==> config.mk <==
export PLATFORM = sky130hd
export DESIGN_NAME = gpioPortRegs
export DESIGN_NICKNAME = d
export VERILOG_FILES = /design/src/rtl/gpioPortPkg.sv /design/src/rtl/gpioPortCtrl.sv /design/src/rtl/gpioPortDatapath.sv /design/src/rtl/gpioPortRegs.sv
export SDC_FILE = /design/constraint.sdc
export NUM_CORES = 1
export LEC_CHECK = 0
export BUFFER_PORTS_ARGS = -buffer_cell sky130_fd_sc_hd__buf_2
export CAP_MARGIN = 20
export CELL_PAD_IN_SITES_DETAIL_PLACEMENT = 2
export CELL_PAD_IN_SITES_GLOBAL_PLACEMENT = 2
export CORE_AREA = 2 2 140 142
export DETAILED_ROUTE_END_ITERATION = 8
export DIE_AREA = 0 0 142 144
export GPL_TIMING_DRIVEN = 0
export PLACE_DENSITY_LB_ADDON = 0.15
export SYNTH_ARGS = -nofsm -noshare
export SYNTH_HDL_FRONTEND = slang
export SYNTH_SLANG_ARGS = --single-unit
==> constraint.sdc <==
create_clock -name clk -period 1.1 [get_ports clk]
set_input_delay 0.165 -clock clk [delete_from_list [all_inputs] [get_ports clk]]
set_output_delay 0.165 -clock clk [all_outputs]
set_load 0.05 [all_outputs]
==> src/rtl/gpioPortPkg.sv <==
package gpioPortPkg;

  localparam logic [7:0] OFS_DIR_SET = 8'h00;
  localparam logic [7:0] OFS_DIR_CLR = 8'h04;
  localparam logic [7:0] OFS_OUT_LO  = 8'h08;
  localparam logic [7:0] OFS_OUT_HI  = 8'h0C;
  localparam logic [7:0] OFS_PINS    = 8'h10;

  typedef enum logic [2:0] {
    RD_ZERO,
    RD_DIR,
    RD_OUT_LO,
    RD_OUT_HI,
    RD_PINS
  } rdSel_e;

  typedef struct packed {
    logic       setDir;
    logic       clrDir;
    logic [1:0] wrHalf;
    logic       rdEn;
    rdSel_e     rdSel;
  } ctrlStb_t;

endpackage

==> src/rtl/gpioPortCtrl.sv <==
module gpioPortCtrl
  import gpioPortPkg::*;
#(
  parameter int ADDR_W = 8
) (
  input  logic              clk,
  input  logic              rstN,
  input  logic              busSel,
  input  logic              busWrEn,
  input  logic [ADDR_W-1:0] busAddr,
  output ctrlStb_t          stb,
  output logic              busReady
);

  localparam logic [ADDR_W-1:0] A_SET  = ADDR_W'(OFS_DIR_SET);
  localparam logic [ADDR_W-1:0] A_CLR  = ADDR_W'(OFS_DIR_CLR);
  localparam logic [ADDR_W-1:0] A_LO   = ADDR_W'(OFS_OUT_LO);
  localparam logic [ADDR_W-1:0] A_HI   = ADDR_W'(OFS_OUT_HI);
  localparam logic [ADDR_W-1:0] A_PINS = ADDR_W'(OFS_PINS);

  always_comb begin
    stb = '0;
    stb.rdSel = RD_ZERO;
    if (busSel) begin
      if (busWrEn) begin
        case (busAddr)
          A_SET:   stb.setDir    = 1'b1;
          A_CLR:   stb.clrDir    = 1'b1;
          A_LO:    stb.wrHalf[0] = 1'b1;
          A_HI:    stb.wrHalf[1] = 1'b1;
          default: ;
        endcase
      end else begin
        stb.rdEn = 1'b1;
        case (busAddr)
          A_CLR:   stb.rdSel = RD_DIR;
          A_LO:    stb.rdSel = RD_OUT_LO;
          A_HI:    stb.rdSel = RD_OUT_HI;
          A_PINS:  stb.rdSel = RD_PINS;
          default: stb.rdSel = RD_ZERO;
        endcase
      end
    end
  end

  always_ff @(posedge clk or negedge rstN) begin
    if (!rstN) busReady <= 1'b0;
    else       busReady <= busSel;
  end

  // ready follows a request by exactly one cycle
  assert_ready_after_sel_R10: assert property (@(posedge clk) disable iff (!rstN)
    busSel |=> busReady);
  assert_ready_idle_R10: assert property (@(posedge clk) disable iff (!rstN)
    !busSel |=> !busReady);
  // a write to an unmapped offset raises no write strobe
  assert_unmapped_quiet_R9: assert property (@(posedge clk) disable iff (!rstN)
    (busSel && busWrEn && busAddr != A_SET && busAddr != A_CLR &&
     busAddr != A_LO && busAddr != A_HI) |-> !(stb.setDir || stb.clrDir || (|stb.wrHalf)));

endmodule

==> src/rtl/gpioPortDatapath.sv <==
module gpioPortDatapath
  import gpioPortPkg::*;
#(
  parameter int NUM_PINS    = 32,
  parameter int SYNC_STAGES = 2
) (
  input  logic                clk,
  input  logic                rstN,
  input  ctrlStb_t            stb,
  input  logic [NUM_PINS-1:0] wrData,
  input  logic [NUM_PINS-1:0] padIn,
  output logic [NUM_PINS-1:0] oeVec,
  output logic [NUM_PINS-1:0] outVec,
  output logic [NUM_PINS-1:0] rdData
);

  localparam int HALF_W = NUM_PINS / 2;

  logic [HALF_W-1:0]   wrMask;
  logic [HALF_W-1:0]   wrVal;
  logic [NUM_PINS-1:0] syncPipe [SYNC_STAGES];
  logic [NUM_PINS-1:0] pinLevel;
  logic [NUM_PINS-1:0] rdNext;

  assign wrMask = wrData[NUM_PINS-1:HALF_W];
  assign wrVal  = wrData[HALF_W-1:0];

  // Direction: separate set and clear strobes
  always_ff @(posedge clk or negedge rstN) begin
    if (!rstN)           oeVec <= '0;
    else if (stb.setDir) oeVec <= oeVec | wrData;
    else if (stb.clrDir) oeVec <= oeVec & ~wrData;
  end

  // Output values: one masked register per half of the port
  for (genvar h = 0; h < 2; h++) begin : gHalf
    always_ff @(posedge clk or negedge rstN) begin
      if (!rstN)
        outVec[h*HALF_W +: HALF_W] <= '0;
      else if (stb.wrHalf[h])
        outVec[h*HALF_W +: HALF_W] <= (outVec[h*HALF_W +: HALF_W] & ~wrMask) | (wrVal & wrMask);
    end

    // bits outside the mask keep their value
    assert_half_hold_R4: assert property (@(posedge clk) disable iff (!rstN)
      stb.wrHalf[h] |=> ((outVec[h*HALF_W +: HALF_W] ^ $past(outVec[h*HALF_W +: HALF_W]))
                         & ~$past(wrMask)) == '0);
    // the other half is untouched by this half's write
    assert_half_isolated_R5: assert property (@(posedge clk) disable iff (!rstN)
      !stb.wrHalf[h] |=> $stable(outVec[h*HALF_W +: HALF_W]));
  end

  // Pad synchroniser
  always_ff @(posedge clk or negedge rstN) begin
    if (!rstN) begin
      for (int k = 0; k < SYNC_STAGES; k++) syncPipe[k] <= '0;
    end else begin
      syncPipe[0] <= padIn;
      for (int k = 1; k < SYNC_STAGES; k++) syncPipe[k] <= syncPipe[k-1];
    end
  end
  assign pinLevel = syncPipe[SYNC_STAGES-1];

  always_comb begin
    case (stb.rdSel)
      RD_DIR:    rdNext = oeVec;
      RD_OUT_LO: rdNext = {{HALF_W{1'b0}}, outVec[HALF_W-1:0]};
      RD_OUT_HI: rdNext = {{HALF_W{1'b0}}, outVec[NUM_PINS-1:HALF_W]};
      RD_PINS:   rdNext = pinLevel;
      default:   rdNext = '0;
    endcase
  end

  always_ff @(posedge clk or negedge rstN) begin
    if (!rstN)         rdData <= '0;
    else if (stb.rdEn) rdData <= rdNext;
    else               rdData <= '0;
  end

  // every bit written as one is enabled afterwards
  assert_dir_set_R2: assert property (@(posedge clk) disable iff (!rstN)
    stb.setDir |=> (oeVec & $past(wrData)) == $past(wrData));
  // every bit written as one is disabled afterwards
  assert_dir_clr_R3: assert property (@(posedge clk) disable iff (!rstN)
    stb.clrDir |=> (oeVec & $past(wrData)) == '0);
  // without a direction strobe the enables hold
  assert_dir_hold_R9: assert property (@(posedge clk) disable iff (!rstN)
    !(stb.setDir || stb.clrDir) |=> $stable(oeVec));
  // the mask half of an output read-back is zero
  assert_rd_mask_zero_R6: assert property (@(posedge clk) disable iff (!rstN)
    (stb.rdEn && (stb.rdSel == RD_OUT_LO || stb.rdSel == RD_OUT_HI))
      |=> rdData[NUM_PINS-1:HALF_W] == '0);

endmodule

==> src/rtl/gpioPortRegs.sv <==
module gpioPortRegs
  import gpioPortPkg::*;
#(
  parameter int ADDR_W      = 8,
  parameter int NUM_PINS    = 32,
  parameter int SYNC_STAGES = 2
) (
  input  logic                clk,
  input  logic                rstN,
  input  logic                busSel,
  input  logic                busWrEn,
  input  logic [ADDR_W-1:0]   busAddr,
  input  logic [NUM_PINS-1:0] busWrData,
  output logic [NUM_PINS-1:0] busRdData,
  output logic                busReady,
  input  logic [NUM_PINS-1:0] padIn,
  output logic [NUM_PINS-1:0] padOut,
  output logic [NUM_PINS-1:0] padOutEn
);

  ctrlStb_t stb;

  gpioPortCtrl #(.ADDR_W(ADDR_W)) ctrl (
    .clk      (clk),
    .rstN     (rstN),
    .busSel   (busSel),
    .busWrEn  (busWrEn),
    .busAddr  (busAddr),
    .stb      (stb),
    .busReady (busReady)
  );

  gpioPortDatapath #(.NUM_PINS(NUM_PINS), .SYNC_STAGES(SYNC_STAGES)) dp (
    .clk    (clk),
    .rstN   (rstN),
    .stb    (stb),
    .wrData (busWrData),
    .padIn  (padIn),
    .oeVec  (padOutEn),
    .outVec (padOut),
    .rdData (busRdData)
  );

  // a pin that just turned on drives the value it held before
  assert_preload_R8: assert property (@(posedge clk) disable iff (!rstN)
    ((padOutEn & ~$past(padOutEn)) & (padOut ^ $past(padOut))) == '0);
  // nothing is driven or reported as ready while in reset
  assert_reset_quiet_R1: assert property (@(posedge clk)
    !rstN |-> (padOutEn == '0 && padOut == '0 && !busReady));

endmodule

; Yosys cells after proc, flatten, opt, wreduce, memory -nomap -nowiden
; Cells that the tools add are included.
[op_classes]
reduce_logical = 2
n_div = 0
n_mux = 12
magnitude_cmp = 0
eq_ne = 8
shifts = 0
bitwise = 9
multipliers = 0
n_addsub = 0
[ops]
columns = op, count
row1 = $pmux 32 s4, 1
row2 = $mux 32, 3
row3 = $and 16x16->16, 3
row4 = $and 32x32->32, 1
row5 = $not 32->32, 1
row6 = $or 16x16->16, 2
row7 = $or 32x32->32, 1
row8 = $eq 8x4->1 const B, 2
row9 = $not 16->16, 1
row10 = $pmux 3 s4, 1
row11 = $eq 8x3->1 const B, 1
row12 = $eq 8x5->1 const B, 1
row13 = $logic_not 8->1, 1
row14 = $mux 4, 2
row15 = $mux 8, 1
row16 = $eq 3x2->1 const B, 2
row17 = $mux 1, 4
row18 = $eq 3x1->1 const B, 1
row19 = $eq 3x3->1 const B, 1
row20 = $reduce_bool 2->1, 1
[totals]
ff_bits = 161
mem_bits_ro = 0
elab_cells = 38
latchBits = 0
input_bits = 76
mem_count = 0
ram_bits = 0

; Longest topological paths before layout
; Gate-level depths: netlist (run 1).
[depth]
word_depth = 7
depth_mapped = 7
mapped_depth_nobuf = 3

; Hierarchy
; Synthesis (run 1) repeated with hierarchy kept, for this count alone.
[unflattened]
hier_cells = 416
hier_area_um2 = 5765.5
[by_module_without_submodules]
columns = mod, instances, cells_per_inst, area_each_um2
row1 = gpioPortDatapath, 1, 399, 5624.1
row2 = gpioPortCtrl, 1, 17, 141.4

; Worst setup path after synthesis (run 1)
; Ideal clock, no wire load.
[synth_timing]
path_kind = input-to-reg
from = input busAddr[3]
to = register (tool-made name)
path_slack_ns = -0.555
n_path_buf = 4
arrival_ns = 1.560
stages = 7
cell_sequence = buf_6 > or4_1 > clkbuf_2 > or2_1 > buf_6 > buf_6 > o31ai_1
[synth_rtl]
columns = element, line_no
row1 = start: declaration, gpioPortRegs.sv:12  ; input logic [ADDR_W-1:0] busAddr,

==> qor.csv, run 1 <==
metric,value,unit
status,"finished, violations left",
failing checks,"hold timing, setup timing",
Core ar.,19080,sq um
DRT antenna net count,0,
initial DRC count,409,
Slew HR,0.4694,
Post-Syn Area,6339,sq um
"Seq/Total Area, Yosys",0.6356,
WL/cell,32.45,um
"slowest stage cell, crit path",nor2_1,
#FFs+latches synth,161,
critical path type,in2reg,
routability cong.,0.7873,
top-area cell type share of the netlist area,0.6356,
drt pass-1 iters,4,
CTS Buffer Depth,2,
WP data required,1.44,ns
FF-to-FF End,dp.rdData[15]$_DFF_PN0_,
DP Wirelength,15910,um
"Slew Viols, Final",0,
Vias,6233,
Layout area overhead,77.75,%
fillers,1705,
worst min-delay path class,in2async,
critical path cell sequence,"buf_2, nor2_1, clkbuf_2, nand4_1, mux2_2",
top post-synthesis cells by count,"dfrtp_1, o31ai_1, clkbuf_1, mux2_2, nand2_1",
TritonCTS buffer count,17,
largest net degree at the start of global routing,121,
Layout Skew,0.01435,ns
Worst setup EP type,register,
synth top area cells,"dfrtp_1, o31ai_1, mux2_2",
Post-synth top flop,dfrtp_1,
Final period util,1.307,
FF-to-FF setup slack,-0.18,ns
most frequent cell after synthesis,dfrtp_1,
Final Hold Fails,49,
Initial Util,0.3322,
"Design Area, Final",11270,sq um
Multi-input gate area,3087,sq um
port bufs,171,
Root Driver,clkbuf_16,
RSZ-0062 raised after global routing,yes,
Max-Cap Viols,0,
Startpoint Class,input pin,
Top Family by Delay on Critical Path,simple AND/OR/NAND/NOR gates,
site row count,51,
total power,13.87,mW
Period minus WS final,1.437,ns
Worst Hold Margin,-0.3938,ns
Avg Synthesized Cell Area,12.53,sq um
Remaining DRCs,0,
placement-stage cell area,7757,sq um
Fmax achieved,0.6958,GHz
placed cell count,916,
Synth area leader,dfrtp_1,
Die W,142,um
# setup viols final,187,
GRT Overall Usage,0.3015,
Crit path buffers/inverters,2,
Slew @ Worst Pin,0.7959,ns
Max rail drop VDD,1.070,mV
Die Y,144,um
clock edge transition at the registers on the reported setup and hold paths,0.08,ns
Synth Instances,506,
Synth Warn #,0,
share of cells above drive strength 1,0.5905,
clock insertion delay at the later pin of the skew report,0.46,ns
GRT Residual Overflow,0,
number of antenna violations at the first check in global routing,1,
number of global-route vias before repair,6788,
worst reg2reg path depth,4,
CTS tree,built,
Die Footprint,20450,sq um
num ports,173,
FF/Latch Area,4044,sq um
pwr/cell area,1231,nW/um^2
crit path max fanout,10,
Unique masters post-synth,25,
critical path arrival,1.78,ns
global-route wire length before repair,44720,um
Post-synth EDFFs,0,
Via density,5.777,
"Largest stage delay, worst path",0.46,ns
clock sinks,161,
final cell count without fillers,1079,
"worst slack, placed",-1.016,ns
fin util,0.5905,
net count after synthesis,582,
Async SR Flop Fraction,1.000,
NumNets Final,903,
H-tree depth,4,
static leakage,4.915,nW
Routed WL,35010,um
setup ws final,-0.3372,ns
==> cells by family after synthesis <==
group,share of synthesized area
buffers and inverters,0.03415
flip-flops,0.6356
AO/OA/AOI/OAI,0.1431
multiplexers,0.05863
AND/OR/NAND/NOR,0.1285
==> cell usage in the layout, fill, tap and decap left out, drive strengths merged, types with 4 or more instances in the layout <==
master,n
a21oi,15
dfrtp,161
dlygate4sd3,36
clkinv,6
nor2,17
inv,4
o31ai,64
nand3b,32
nand2,33
nand4,32
clkbuf,52
and2,16
a21o,15
mux2,33
buf,280
a22oi,31
==> area by class of cell <==
class,instances,share of cell area
clock buffers,19,0.03931
clock inverters,13,0.009106
multi-input cells,298,0.2740
repair buffers,306,0.2489
flip-flops and latches,161,0.3589
well taps,238,0.02643
plain buffers,43,0.04320
diodes,1,0.0002221
==> routing by layer <==
metal	routed length [um]	global-route usage	share of wire
met1	13490	0.3586	0.39
met2	18180	0.5408	0.52
met4	1503	0.1026	0.043
met3	1842	0.06656	0.053
met5	0	0	0
==> through the flow <==
step / TNS [ns] / hold slack [ns]
2_1_floorplan: -21.65 / -0.1306
3_5_place_dp: -72.91 / 0.07172
6_report: -22.49 / -0.3938
4_1_cts: -13.87 / -0.3820
5_1_grt: -26.30 / -0.3807
3_3_place_gp: -482.66 / 0.2724
==> worst register-to-register path, cell delays in order, from the launching register on <==
cell and delay [ns]:
dfrtp_1 0.41, buf_4 0.15, nand3b_1 0.13, a21o_1 0.29, a21oi_2 0.21
==> how the worst max path moves through the flow <==
stage / start / to / slack [ns] / cells after the start
2_1_floorplan: busAddr[4] / register / -0.45 / 6
3_3_place_gp: rstN / dp.rdData[8]$_DFF_PN0_ / -2.59 / 1
3_5_place_dp: busAddr[2] / register / -1.02 / 5
4_1_cts: busAddr[6] / register / -0.28 / 7
5_1_grt: busAddr[1] / register / -0.34 / 5
6_report: busAddr[1] / register / -0.34 / 5
==> timing repair <==
item / CTS / global route
setup buffers: 65 / 25
pin swaps: 16 / 27
cloned: 5 / 3
endpoints found under the hold margin: 79 / 42
hold buffers: 35 / 1
gates resized for setup: 354 / 104
setup endpoints to repair: 191 / 192
==> where the power goes <==
group	switching, mW	total (mW)	internal [mW]	leakage (nW)
sequential	0.106	6.19	6.09	2.07
clock	2.89	5.87	2.98	0.261
combinational	1.13	1.80	0.667	2.58
total	4.13	13.9	9.74	4.92
Note: power is estimated with default switching activity, not from simulation.
==> inputs of run 2 (changes only) <==
SKIP_CTS_REPAIR_TIMING = 1   (was unset)
==> qor.csv, run 2 (synthesis results as in run 1) <==
metric,value,unit,change
Routed WL,27850,um,-20%
WP data required,1.43,ns,about the same
Initial Util,0.3322,,unchanged
CTS Buffer Depth,2,,unchanged
total power,13.44,mW,-3.1%
Vias,5672,,-9.0%
setup ws final,-0.3722,ns,-0.03501 ns
FF-to-FF End,dp.rdData[2]$_DFF_PN0_,,
Final period util,1.338,,+0.03183
total negative slack,-17.31,ns,+5.180 ns
Core ar.,19080,sq um,unchanged
failing checks,"hold timing, setup timing",,
"Design Area, Final",10570,sq um,-6.2%
ANT cells,0,,-1
Slew @ Worst Pin,0.7897,ns,-0.006199 ns
Slew HR,0.4736,,+0.004133
Final Hold Fails,46,,-6.1%
number of global-route vias before repair,5696,,-16%
Max rail drop VDD,0.9373,mV,-12%
FF-to-FF setup slack,0.01,ns,+0.19 ns
"commonest cells after routing, fill and taps aside","dfrtp_1, buf_6, buf_2, buf_4, o31ai_4",,
drt pass-1 iters,4,,unchanged
critical path arrival,1.80,ns,+0.02 ns
number of antenna violations at the first check in global routing,0,,-1
Period minus WS final,1.472,ns,+0.03501 ns
worst reg2reg path depth,4,,unchanged
RSZ-0062 raised after global routing,yes,,
"Slew Viols, Final",0,,unchanged
Root Driver,clkbuf_16,,
WL/cell,26.73,um,-18%
crit path max fanout,10,,unchanged
NumNets Final,867,,-4.0%
Critical Path Source,busAddr[5],,
port bufs,171,,unchanged
initial DRC count,284,,-31%
TritonCTS buffer count,17,,unchanged
DRT antenna net count,0,,unchanged
status,"finished, violations left",,
GRT Overall Usage,0.2293,,-0.07221
GRT Residual Overflow,0,,unchanged
Fmax achieved,0.6793,GHz,-2.4%
fillers,1734,,+1.7%
Remaining DRCs,0,,unchanged
CTS tree,built,,
Die Footprint,20450,sq um,unchanged
worst min-delay path class,in2async,,
placement-stage cell area,7757,sq um,unchanged
DP Wirelength,15910,um,unchanged
Die W,142,um,unchanged
clock edge transition at the registers on the reported setup and hold paths,0.07,ns,about the same
static leakage,4.620,nW,-6.0%
Layout area overhead,66.80,%,
pwr/cell area,1272,nW/um^2,+3.3%
clock sinks,161,,unchanged
Max-Cap Viols,0,,unchanged
Worst Hold Margin,-0.3892,ns,+0.004588 ns
Worst setup EP type,register,,
num ports,173,,unchanged
global-route wire length before repair,34650,um,-23%
Layout Skew,0.008076,ns,-0.006272 ns
site row count,51,,unchanged
Die Y,144,um,unchanged
Startpoint Class,input pin,,
"commonest non-fill, non-tap cell in the layout",dfrtp_1,,
share of cells above drive strength 1,0.5460,,-0.04446
H-tree depth,4,,unchanged
clock insertion delay at the later pin of the skew report,0.44,ns,-0.02 ns
# setup viols final,168,,-10%
largest net degree at the start of global routing,121,,unchanged
routability cong.,0.7873,,unchanged
critical path type,in2reg,,
Via density,5.443,,-5.8%
-- run 2: changes by cell type in the layout (fill, tap and decap cells not counted), moves of 6 or more --
cell | before | now
o31ai_1 | 1 | 8
buf_4 | 83 | 55
clkbuf_4 | 12 | 4
nor2_1 | 7 | 16
nor2_4 | 10 | 0
o31ai_4 | 43 | 37
clkbuf_2 | 5 | 12
-- run 2: metal layers --
metal / up-vias / track usage / wire length (um)
met1: 3006 / 0.2990 / 11270
met5: - / 0 / 0
met4: 0 / 0.05842 / 591
met2: 183 / 0.3849 / 14600
li1: 2445 / - / -
met3: 38 / 0.05695 / 1393
-- run 2: worst min-delay path by stage --
stage	start	endpoint	slack (ns)	cells past startpoint
6_report	rstN	dp.pinLevel[19]$_DFF_PN0_	-0.39	1
4_1_cts	rstN	dp.rdData[20]$_DFF_PN0_	-0.38	1
3_5_place_dp	rstN	dp.rdData[20]$_DFF_PN0_	0.07	1
5_1_grt	rstN	dp.rdData[18]$_DFF_PN0_	-0.38	1
3_3_place_gp	padIn[8]	dp.syncPipe[40]$_DFF_PN0_	0.27	1
2_1_floorplan	rstN	asynchronous set/reset pin	-0.13	0
-- run 2: critical path, cell delays in order --
cell and delay (ns):
buf_6 0.10, or4b_4 0.56, buf_6 0.16, or2_4 0.24, buf_12 0.16, buf_8 0.16, o31ai_2 0.25
-- run 2: power breakdown --
part | total (mW) | switching [mW] | internal (mW)
registers | 6.19 | 0.101 | 6.09
clock network | 5.67 | 2.69 | 2.98
logic | 1.58 | 0.988 | 0.591
total | 13.4 | 3.78 | 9.66
-- run 2: metrics by stage --
| stage | cells | util | setup slack [ns] |
|---|---|---|---|
| after floorplan | 506 | - | -0.4520 |
| after global placement | 915 | 0.4046 | -2.592 |
| after detailed placement | 916 | 0.4066 | -1.016 |
| after CTS | 948 | 0.4352 | -0.5634 |
| after global routing | 1042 | 0.5541 | -0.3834 |
| final | 1042 | 0.5541 | -0.3722 |
-- run 2: final cells by class --
type / count / area, sq um / area share
clock inverter: 13 / 102.6 / 0.009704
multi-input combinational: 298 / 2848 / 0.2694
tap: 238 / 297.8 / 0.02817
clock buffer: 19 / 442.9 / 0.04189
timing repair buffer: 266 / 2437 / 0.2305
sequential: 161 / 4045 / 0.3826
buffer: 47 / 399.1 / 0.03775
==> inputs of run 3 (changes only) <==
--- a/config.mk
+++ b/config.mk
@@ -6,5 +6,5 @@
 export NUM_CORES = 1
 export LEC_CHECK = 0
-export BUFFER_PORTS_ARGS = -buffer_cell sky130_fd_sc_hd__buf_2
+export BUFFER_PORTS_ARGS = -buffer_cell sky130_fd_sc_hd__buf_4
 export CAP_MARGIN = 20
 export CELL_PAD_IN_SITES_DETAIL_PLACEMENT = 2
==> constraint.sdc (replaced) <==
create_clock -name clk -period 1.1 [get_ports clk]
set_input_delay 0.22 -clock clk [delete_from_list [all_inputs] [get_ports clk]]
set_output_delay 0.22 -clock clk [all_outputs]
set_load 0.05 [all_outputs]
==> qor.csv, run 3 (synthesis results as in run 1) <==
metric,value,unit,change
status,"finished, violations left",,
failing checks,"hold timing, setup timing",,
ANT cells,0,,unchanged
H-tree depth,4,,unchanged
"Design Area, Final",10850,sq um,+2.7%
DRT antenna net count,0,,unchanged
Die Footprint,20450,sq um,unchanged
fin util,0.5688,,+0.01469
Layout area overhead,71.22,%,
share of cells above drive strength 1,0.5610,,+0.01502
Die Y,144,um,unchanged
GRT Overall Usage,0.2277,,-0.001612
static leakage,4.739,nW,+2.6%
site row count,51,,unchanged
Root Driver,clkbuf_16,,
Slew @ Worst Pin,0.8512,ns,+0.06148 ns
crit path max fanout,6,,-4
number of global-route vias before repair,5682,,-0.25%
GRT Residual Overflow,0,,unchanged
Routed WL,30580,um,+9.8%
pwr/cell area,1286,nW/um^2,+1.1%
"commonest non-fill, non-tap cell in the layout",dfrtp_1,,
worst min-delay path class,in2async,,
Via density,5.548,,+1.9%
clock insertion delay at the later pin of the skew report,0.44,ns,about the same
CTS tree,built,,
Worst Hold Margin,-0.3070,ns,+0.08222 ns
DP Wirelength,16220,um,+1.9%
clock sinks,161,,unchanged
Final period util,1.366,,+0.02716
Period minus WS final,1.502,ns,+0.02987 ns
"commonest cells after routing, fill and taps aside","dfrtp_1, buf_4, buf_6, o31ai_4, nand2_1",,
Layout Skew,0.007959,ns,-0.0001169 ns
Final Hold Fails,53,,+15%
placement-stage cell area,8200,sq um,+5.7%
CTS Buffer Depth,2,,unchanged
clock edge transition at the registers on the reported setup and hold paths,0.07,ns,about the same
num ports,173,,unchanged
global-route wire length before repair,34490,um,-0.46%
initial DRC count,367,,+29%
"Slew Viols, Final",0,,unchanged
Slew HR,0.4326,,-0.04099
Max-Cap Viols,0,,unchanged
Core ar.,19080,sq um,unchanged
Die W,142,um,unchanged
critical path arrival,1.83,ns,+0.03 ns
setup ws final,-0.4021,ns,-0.02987 ns
Max rail drop VDD,1.087,mV,+16%
largest net degree at the start of global routing,110,,-9.1%
Startpoint Class,input pin,,
Vias,5820,,+2.6%
drt pass-1 iters,5,,+1
Fmax achieved,0.6657,GHz,-2.0%
routability cong.,0.7873,,unchanged
port bufs,171,,unchanged
WL/cell,29.15,um,+9.1%
TritonCTS buffer count,17,,unchanged
# setup viols final,180,,+7.1%
Worst setup EP type,register,,
NumNets Final,874,,+0.81%
FF-to-FF setup slack,-0.18,ns,-0.19 ns
number of antenna violations at the first check in global routing,0,,unchanged
Initial Util,0.3322,,unchanged
critical path type,in2reg,,
WP data required,1.43,ns,about the same
RSZ-0062 raised after global routing,yes,,
Remaining DRCs,0,,unchanged
-- run 3: per-layer routing --
layer  wire length (um)  global-route usage  vias up
met5                  0                   0        -
met3               1431             0.05464       59
met4                977             0.06579        0
li1                   -                   -     2453
met2              16090              0.3911      228
met1              12080              0.2874     3080
-- run 3: worst max-delay path: stages --
cell and delay, ns:
buf_8 0.10, or4b_4 0.54, buf_6 0.15, or2_1 0.23, buf_6 0.16, buf_12 0.15
o31ai_1 0.26
-- run 3: worst paths after layout --
| kind | startpoint | end | depth (start not counted) |
|---|---|---|---|
| max in group asynchronous | rstN | asynchronous set/reset pin | 2 |
| worst min register to register | dp.syncPipe[37]$_DFF_PN0_ | dp.pinLevel[5]$_DFF_PN0_ | 0 |
| min in group clk | busSel | ctrl.busReady$_DFF_PN0_ | 1 |
| worst max register to register | register | dp.rdData[2]$_DFF_PN0_ | 4 |
| worst max-delay path | busAddr[5] | register | 7 |
| worst min-delay path | rstN | dp.rdData[19]$_DFF_PN0_ | 1 |
-- run 3: through the flow --
stage | worst slack, ns | TNS [ns] | hold WS [ns] | power (mW) | cells
6_report | -0.4021 | -25.67 | -0.3070 | 13.95 | 1049
5_1_grt | -0.4515 | -30.78 | -0.2865 | 14.39 | 1049
4_1_cts | -0.5817 | -45.07 | -0.2899 | 13.46 | 948
3_5_place_dp | -1.030 | -72.10 | 0.1655 | 7.502 | 916
3_3_place_gp | -1.036 | -231.96 | 0.3291 | 7.435 | 915
2_1_floorplan | -0.5070 | -26.44 | -0.07559 | 6.809 | 506
-- run 3: area by class of cell --
type | count | area [sq um]
buffer | 47 | 426.7
clock buffer | 18 | 439.2
clock inverter | 14 | 147.6
fill | 1714 | 8227
multi-input combinational | 298 | 2854
sequential | 161 | 4045
tap | 238 | 297.8
timing repair buffer | 273 | 2643
-- run 3: power breakdown --
group          switching, mW  leakage, nW  internal (mW)  total [mW]
Sequential             0.115         2.07           6.09        6.21
Clock                   2.79        0.283           3.25        6.04
Combinational           1.02         2.38          0.684        1.71
Total                   3.92         4.74           10.0        14.0
